**config.mk**
```make
export PLATFORM = sky130hd
export DESIGN_NAME = fpm_mul
export DESIGN_NICKNAME = d
export VERILOG_FILES = /design/src/rtl/fpm_pkg.sv /design/src/rtl/fpm_unpack.sv /design/src/rtl/fpm_normround.sv /design/src/rtl/fpm_mul.sv
export SDC_FILE = /design/constraint.sdc
export NUM_CORES = 2
export LEC_CHECK = 0
export CAP_MARGIN = 20
export CORE_MARGIN = 2
export CORE_UTILIZATION = 60
export DETAILED_ROUTE_END_ITERATION = 10
export GPL_ROUTABILITY_DRIVEN = 1
export GPL_TIMING_DRIVEN = 0
export PLACE_DENSITY = 0.78
export SETUP_SLACK_MARGIN = 0.5
export SLEW_MARGIN = 20
export SYNTH_ARGS = -nofsm -noshare
export SYNTH_HDL_FRONTEND = slang
export SYNTH_SLANG_ARGS = --single-unit
```
**constraint.sdc**
```tcl
create_clock -name clk -period 7.9 [get_ports clk]
set_input_delay 1.58 -clock clk [delete_from_list [all_inputs] [get_ports clk]]
set_output_delay 1.58 -clock clk [all_outputs]
set_load 0.02 [all_outputs]
```
**src/rtl/fpm_pkg.sv**
```systemverilog
package fpm_pkg;
    typedef enum logic [2:0] {
        CLS_ZERO,
        CLS_SUB,
        CLS_NORM,
        CLS_INF,
        CLS_NAN
    } fpm_cls_e;

    typedef enum logic [1:0] {
        SP_NONE,
        SP_ZERO,
        SP_INF,
        SP_QNAN
    } fpm_special_e;
endpackage

```
**src/rtl/fpm_unpack.sv**
```systemverilog
module fpm_unpack
    import fpm_pkg::*;
#(
    parameter int EXP_W  = 8,
    parameter int FRAC_W = 23
) (
    input  logic [EXP_W+FRAC_W:0] op,
    output fpm_cls_e              cls,
    output logic                  sgn,
    output logic [EXP_W-1:0]      eff_exp,
    output logic [FRAC_W:0]       sig
);
    localparam int W = EXP_W + FRAC_W + 1;

    logic [EXP_W-1:0]  ex;
    logic [FRAC_W-1:0] fr;

    assign sgn = op[W-1];
    assign ex  = op[W-2:FRAC_W];
    assign fr  = op[FRAC_W-1:0];

    always_comb begin
        if (ex == '0)
            cls = (fr == '0) ? CLS_ZERO : CLS_SUB;
        else if (ex == '1)
            cls = (fr == '0) ? CLS_INF : CLS_NAN;
        else
            cls = CLS_NORM;
    end

    // subnormals share exponent 1 with the smallest normal, hidden bit 0
    assign eff_exp = (ex == '0) ? EXP_W'(1) : ex;
    assign sig     = {(ex != '0), fr};
endmodule

```
**src/rtl/fpm_normround.sv**
```systemverilog
module fpm_normround #(
    parameter int EXP_W  = 8,
    parameter int FRAC_W = 23
) (
    input  logic                      sgn,
    input  logic [EXP_W:0]            esum,
    input  logic [2*(FRAC_W+1)-1:0]   prod,
    output logic [EXP_W+FRAC_W:0]     res,
    output logic                      ovf,
    output logic                      unf
);
    localparam int SIG_W  = FRAC_W + 1;
    localparam int PROD_W = 2 * SIG_W;
    localparam int LZ_W   = $clog2(PROD_W);
    localparam int E_W    = EXP_W + 4;
    localparam int BIAS   = (1 << (EXP_W - 1)) - 1;
    localparam int OFFS   = BIAS + 2 * FRAC_W;
    localparam logic signed [E_W-1:0] EMAX = E_W'((1 << EXP_W) - 2);

    logic [LZ_W-1:0]         lead;
    logic [LZ_W-1:0]         shamt;
    logic [PROD_W-1:0]       q;
    logic [SIG_W-1:0]        mant;
    logic                    guard, sticky, rinc;
    logic [SIG_W:0]          msum;
    logic signed [E_W-1:0]   e_fin;
    logic [FRAC_W-1:0]       frac;

    // leading-one position, highest set bit wins
    always_comb begin
        lead = '0;
        for (int i = 0; i < PROD_W; i++)
            if (prod[i]) lead = LZ_W'(i);
    end

    assign shamt  = LZ_W'(PROD_W - 1) - lead;
    assign q      = prod << shamt;
    assign mant   = q[PROD_W-1 -: SIG_W];
    assign guard  = q[PROD_W-1-SIG_W];
    assign sticky = |q[PROD_W-2-SIG_W:0];
    assign rinc   = guard & (sticky | mant[0]);
    assign msum   = {1'b0, mant} + (SIG_W+1)'(rinc);
    assign frac   = msum[SIG_W] ? '0 : msum[FRAC_W-1:0];

    assign e_fin = E_W'(esum) - E_W'(OFFS) + E_W'(lead) + E_W'(msum[SIG_W]);

    assign ovf = (e_fin > EMAX);
    assign unf = e_fin[E_W-1] | (e_fin == '0);

    always_comb begin
        if (ovf)
            res = {sgn, {EXP_W{1'b1}}, {FRAC_W{1'b0}}};
        else if (unf)
            res = {sgn, {(EXP_W+FRAC_W){1'b0}}};
        else
            res = {sgn, e_fin[EXP_W-1:0], frac};
    end
endmodule

```
**src/rtl/fpm_mul.sv**
```systemverilog
module fpm_mul
    import fpm_pkg::*;
#(
    parameter int EXP_W  = 8,
    parameter int FRAC_W = 23
) (
    input  logic        clk,
    input  logic        rst_n,
    input  logic        in_valid,
    input  logic [31:0] in_a,
    input  logic [31:0] in_b,
    output logic        out_valid,
    output logic [31:0] out_result,
    output logic        out_overflow,
    output logic        out_underflow,
    output logic        out_invalid
);
    localparam int W      = EXP_W + FRAC_W + 1;
    localparam int SIG_W  = FRAC_W + 1;
    localparam int PROD_W = 2 * SIG_W;
    localparam logic [W-1:0] QNAN = {1'b0, {EXP_W{1'b1}}, 1'b1, {(FRAC_W-1){1'b0}}};

    // ---- stage 0: classify ----
    fpm_cls_e          cls_a, cls_b;
    logic              sg_a, sg_b;
    logic [EXP_W-1:0]  ex_a, ex_b;
    logic [SIG_W-1:0]  sig_a, sig_b;
    fpm_special_e      sp_d;

    fpm_unpack #(.EXP_W(EXP_W), .FRAC_W(FRAC_W)) u_unpack_a (
        .op(in_a[W-1:0]), .cls(cls_a), .sgn(sg_a), .eff_exp(ex_a), .sig(sig_a));
    fpm_unpack #(.EXP_W(EXP_W), .FRAC_W(FRAC_W)) u_unpack_b (
        .op(in_b[W-1:0]), .cls(cls_b), .sgn(sg_b), .eff_exp(ex_b), .sig(sig_b));

    always_comb begin
        if (cls_a == CLS_NAN || cls_b == CLS_NAN ||
            (cls_a == CLS_INF && cls_b == CLS_ZERO) ||
            (cls_a == CLS_ZERO && cls_b == CLS_INF))
            sp_d = SP_QNAN;
        else if (cls_a == CLS_INF || cls_b == CLS_INF)
            sp_d = SP_INF;
        else if (cls_a == CLS_ZERO || cls_b == CLS_ZERO)
            sp_d = SP_ZERO;
        else
            sp_d = SP_NONE;
    end

    logic              s1_vld, s1_sgn;
    logic [EXP_W-1:0]  s1_ea, s1_eb;
    logic [SIG_W-1:0]  s1_ma, s1_mb;
    fpm_special_e      s1_sp;

    always_ff @(posedge clk or negedge rst_n) begin
        if (!rst_n) begin
            s1_vld <= 1'b0;
            s1_sgn <= 1'b0;
            s1_ea  <= '0;
            s1_eb  <= '0;
            s1_ma  <= '0;
            s1_mb  <= '0;
            s1_sp  <= SP_NONE;
        end else begin
            s1_vld <= in_valid;
            if (in_valid) begin
                s1_sgn <= sg_a ^ sg_b;
                s1_ea  <= ex_a;
                s1_eb  <= ex_b;
                s1_ma  <= sig_a;
                s1_mb  <= sig_b;
                s1_sp  <= sp_d;
            end
        end
    end

    // ---- stage 1: multiply significands, add exponents ----
    logic              s2_vld, s2_sgn;
    logic [EXP_W:0]    s2_esum;
    logic [PROD_W-1:0] s2_prod;
    fpm_special_e      s2_sp;

    always_ff @(posedge clk or negedge rst_n) begin
        if (!rst_n) begin
            s2_vld  <= 1'b0;
            s2_sgn  <= 1'b0;
            s2_esum <= '0;
            s2_prod <= '0;
            s2_sp   <= SP_NONE;
        end else begin
            s2_vld <= s1_vld;
            if (s1_vld) begin
                s2_sgn  <= s1_sgn;
                s2_esum <= {1'b0, s1_ea} + {1'b0, s1_eb};
                s2_prod <= PROD_W'(s1_ma) * PROD_W'(s1_mb);
                s2_sp   <= s1_sp;
            end
        end
    end

    // ---- stage 2: normalize, round, pack, override ----
    logic [W-1:0] nr_res;
    logic         nr_ovf, nr_unf;

    fpm_normround #(.EXP_W(EXP_W), .FRAC_W(FRAC_W)) u_normround (
        .sgn(s2_sgn), .esum(s2_esum), .prod(s2_prod),
        .res(nr_res), .ovf(nr_ovf), .unf(nr_unf));

    always_ff @(posedge clk or negedge rst_n) begin
        if (!rst_n) begin
            out_valid     <= 1'b0;
            out_result    <= '0;
            out_overflow  <= 1'b0;
            out_underflow <= 1'b0;
            out_invalid   <= 1'b0;
        end else begin
            out_valid <= s2_vld;
            if (s2_vld) begin
                unique case (s2_sp)
                    SP_QNAN: begin
                        out_result    <= 32'(QNAN);
                        out_overflow  <= 1'b0;
                        out_underflow <= 1'b0;
                        out_invalid   <= 1'b1;
                    end
                    SP_INF: begin
                        out_result    <= 32'({s2_sgn, {EXP_W{1'b1}}, {FRAC_W{1'b0}}});
                        out_overflow  <= 1'b0;
                        out_underflow <= 1'b0;
                        out_invalid   <= 1'b0;
                    end
                    SP_ZERO: begin
                        out_result    <= 32'({s2_sgn, {(W-1){1'b0}}});
                        out_overflow  <= 1'b0;
                        out_underflow <= 1'b0;
                        out_invalid   <= 1'b0;
                    end
                    default: begin
                        out_result    <= 32'(nr_res);
                        out_overflow  <= nr_ovf;
                        out_underflow <= nr_unf;
                        out_invalid   <= 1'b0;
                    end
                endcase
            end
        end
    end

    // ---- assertions ----
    a_r1_latency: assert property (@(posedge clk) disable iff (!rst_n)
        in_valid |-> ##3 out_valid);

    a_r2_sign_xor: assert property (@(posedge clk) disable iff (!rst_n)
        in_valid |-> ##3 (out_invalid || out_result[31] == $past(in_a[31] ^ in_b[31], 3)));

    a_r9_ovf_is_inf: assert property (@(posedge clk) disable iff (!rst_n)
        (out_valid && out_overflow) |-> (out_result[30:0] == 31'h7F80_0000));

    a_r10_unf_is_zero: assert property (@(posedge clk) disable iff (!rst_n)
        (out_valid && out_underflow) |-> (out_result[30:0] == 31'h0));

    a_r11_invalid_qnan: assert property (@(posedge clk) disable iff (!rst_n)
        (out_valid && out_invalid) |-> (out_result == 32'h7FC0_0000));

    a_r12_one_flag: assert property (@(posedge clk) disable iff (!rst_n)
        out_valid |-> $onehot0({out_overflow, out_underflow, out_invalid}));
endmodule

```
==> flow_summary.toml <==
[detailed_routing]
vias = 27484
routed_wirelength_mm = 109.9
drt_first_pass_iters = 8
dr.first_iter.drc_count = 3380
vias_per_cell = 6.387
wire_per_inst_um = 25.54
drc_errors = 0
final_antenna_net_count = 0

[logic_synthesis]
synth_top_cell_by_area = "fa_1"
synthTopCellsByArea = "fa_1, dfrtp_1, ha_1"
synth_most_common_cell = "inv_1"
synth_edf_count = 0
ys_warn_count = 0
yosysTopAreaCellShare_pct = 32.32
synth.ff_latch_count = 165
yosysUniqueCellTypes = 97
yosysSeqAreaShare_pct = 13.74
synth_nets = 4129
synth_area_per_cell_um2 = 8.867
synth-main-ff-cell = "dfrtp_1"
syn_area_um2 = 30040
synthCells = 3388
synth_commonest_cells = "inv_1, nand2_1, fa_1"
async_flop_share_pct = 100.0

[hold_path]
hold_path.startpoint = "s2_vld"
hold_path_depth = 0
hold_end = "out_valid"
hold_path.class = "register to register"

[timing]
fin_crit_ns = 7.443
hold_violations = 0
slew_viol_final = 0
fin_crit_sh_pct = 94.21
relSlewSlack_pct = 26.25
rsz0062_at_grt = "yes"
tightestPinTransition_ns = 1.106
finalSetupViolCount = 0
finClkSkew_ns = 0.03563
fmax_ghz = 0.1344

[placed_design]
dpl_cell_area_um2 = 31940
routabilityCongestion = 1.045
io_buffers = 102
dp_hpwl_mm = 84.88

[cells_and_area]
final_net_count = 4359
area_delta_synth_final_pct = 17.55
postLayoutCellArea_um2 = 35310
layout-drive-gt1-share_pct = 17.98
fillers = 3827
antennaDiodeCount = 0

[global_route]
grt_overflow = 0
grt_pass1_vias = 27799
grt_first_pass_wirelength_mm = 166.5
busiest_layer = "met2"
grt_use_met3_pct = 13.60
antenna_found_initial = 5
met1_usage_pct = 55.45
grt_max_degree = 86
grtUsageMet2_pct = 64.11
groute.usage.overall_pct = 42.75

[critical_path]
critPathMaxFanout = 8
reg2reg_depth = 23
crit_path_cell_trace = "buf_8 > and2_1 > fa_1 > fa_2 > fa_1 > fa_1 > fa_1 > inv_1 > fa_1 > inv_1 > fa_1 > ha_2 > or4_4 > a221oi_4 > o21ai_4 > a31oi_4 > a21oi_4 > a21oi_4 > a21oi_4 > nor2b_4 > a211oi_2 > xor2_1 > mux2i_1"
crit_required_ns = 8.24
rrSetupSlack_ns = 0.46
crit_slowest_cell = "fa_1"
max_stage_delay_ns = 0.60
start_kind = "register"
cp_common_cell = "fa_1"
end_kind = "register"
worstPathArrival_ns = 7.79
worst-setup-path-type = "register to register"
cp_num_buf_inv = 3
r2r-end = "s2_prod[45]"
timing.rr.start = "s1_mb[0]"
crit_family = "adder cells"

[job]
drv_cap = 0

[cts]
clock-sinks = 165
cts_tree = "built"
root_buffer = "clkbuf_16"
ctsHoldBuffers = 0
cts_max_level = 4
cts_buffer_depth = 2
clk_latency_ns = 0.51
cts_buffers = 17
clk_pin_slew_worst_paths_ns = 0.08

[floorplan]
die_w_um = 227.8
start_util_pct = 60.37
die_area_um2 = 51880
fp-row-count = 82
ios = 103
fp.dieH_um = 227.8
core_area_um2 = 49760

[status]
outcome = "finished clean"
[area by class of cell]
| class | count | area (µm²) | share of cell area [%] |
|---|---|---|---|
| well taps | 672 | 840.8 | 2.381 |
| inverters | 532 | 1997 | 5.655 |
| multi-input cells | 2489 | 24200 | 68.52 |
| clock inverters | 14 | 170.2 | 0.4819 |
| flip-flops and latches | 165 | 4184 | 11.85 |
| clock buffers | 18 | 439.2 | 1.244 |
| plain buffers | 202 | 1568 | 4.439 |
| repair buffers | 211 | 1917 | 5.428 |
[layer usage]
layer / vias to the layer above / part of all wire (%)
met3: 529 / 13
li1: 11451 / -
met2: 1872 / 43
met4: 8 / 7.1
met5: - / 0.15
met1: 13624 / 37
[cell usage in the layout, fill, tap and decap left out, types with 24 or more instances in the layout]
master and count:
nand3_1 51, clkdlybuf4s50_1 101, clkbuf_1 38, fa_1 480, a21oi_1 105, mux2_2 97, ha_1 178, dfrtp_2 44
xnor2_1 49, inv_1 524, nor2_1 106, xor2_1 25, and2_1 210, nor3_1 43, clkbuf_4 25, buf_2 26
o21ai_0 54, clkbuf_2 41, buf_6 24, nand4_1 31, buf_4 120, dfrtp_1 121, nand2_1 505
[kinds of logic after synthesis]
logic type               synth area share (%)
flip-flops                              13.74
AND/OR/NAND/NOR                         18.28
XOR/XNOR                                2.245
buffers and inverters                   9.512
AO/OA/AOI/OAI                           11.32
adder cells (fa/ha/maj)                 40.22
multiplexers                            4.673
[how the worst max path moves through the flow]
stage	start	endpoint	slack (ns)	cells after the start
after floorplan	s1_mb[3]	s2_prod[47]	0.88	26
after global placement	rst_n	s1_ma[10]	-1.87	1
after detailed placement	s2_prod[18]	out_result[16]	-1.13	32
after CTS	s1_mb[0]	s2_prod[45]	0.47	25
after global routing	s1_mb[10]	s2_prod[45]	0.33	26
final	s1_mb[0]	s2_prod[45]	0.46	23
[metrics by stage]
stage | worst slack, ns | setup TNS (ns) | hold WS (ns) | util (%) | instances
3_3_place_gp | -1.868 | -340.80 | 0.3659 | 64.12 | 4162
2_1_floorplan | 0.8786 | 0 | 0.3519 | - | 3388
4_1_cts | 0.4691 | 0 | 0.3861 | 67.78 | 4230
3_5_place_dp | -1.133 | -38.94 | 0.3675 | 64.18 | 4163
6_report | 0.4571 | 0 | 0.3864 | 70.97 | 4303
5_1_grt | 0.3260 | 0 | 0.4026 | 70.97 | 4303
[sequential cells by signal (all words and copies together), names as in the netlist, 2 cells and up]
name        cells
s2_prod        48
out_result     32
s1_ma          24
s1_mb          24
s2_esum         9
s1_ea           8
s1_eb           8
s1_sp           2
s2_sp           2
[what timing repair did]
item | 4_1_cts | 5_1_grt
resized for setup | 290 | 363
pin swaps | 23 | 89
gates cloned | 0 | 3
endpoints found under the hold margin | 0 | 0
endpoints found under the setup margin | 57 | 48
setup buffers | 35 | 70
Power is not shown: default switching activity piles up to over one toggle a cycle in this logic, so the estimate is an artifact.
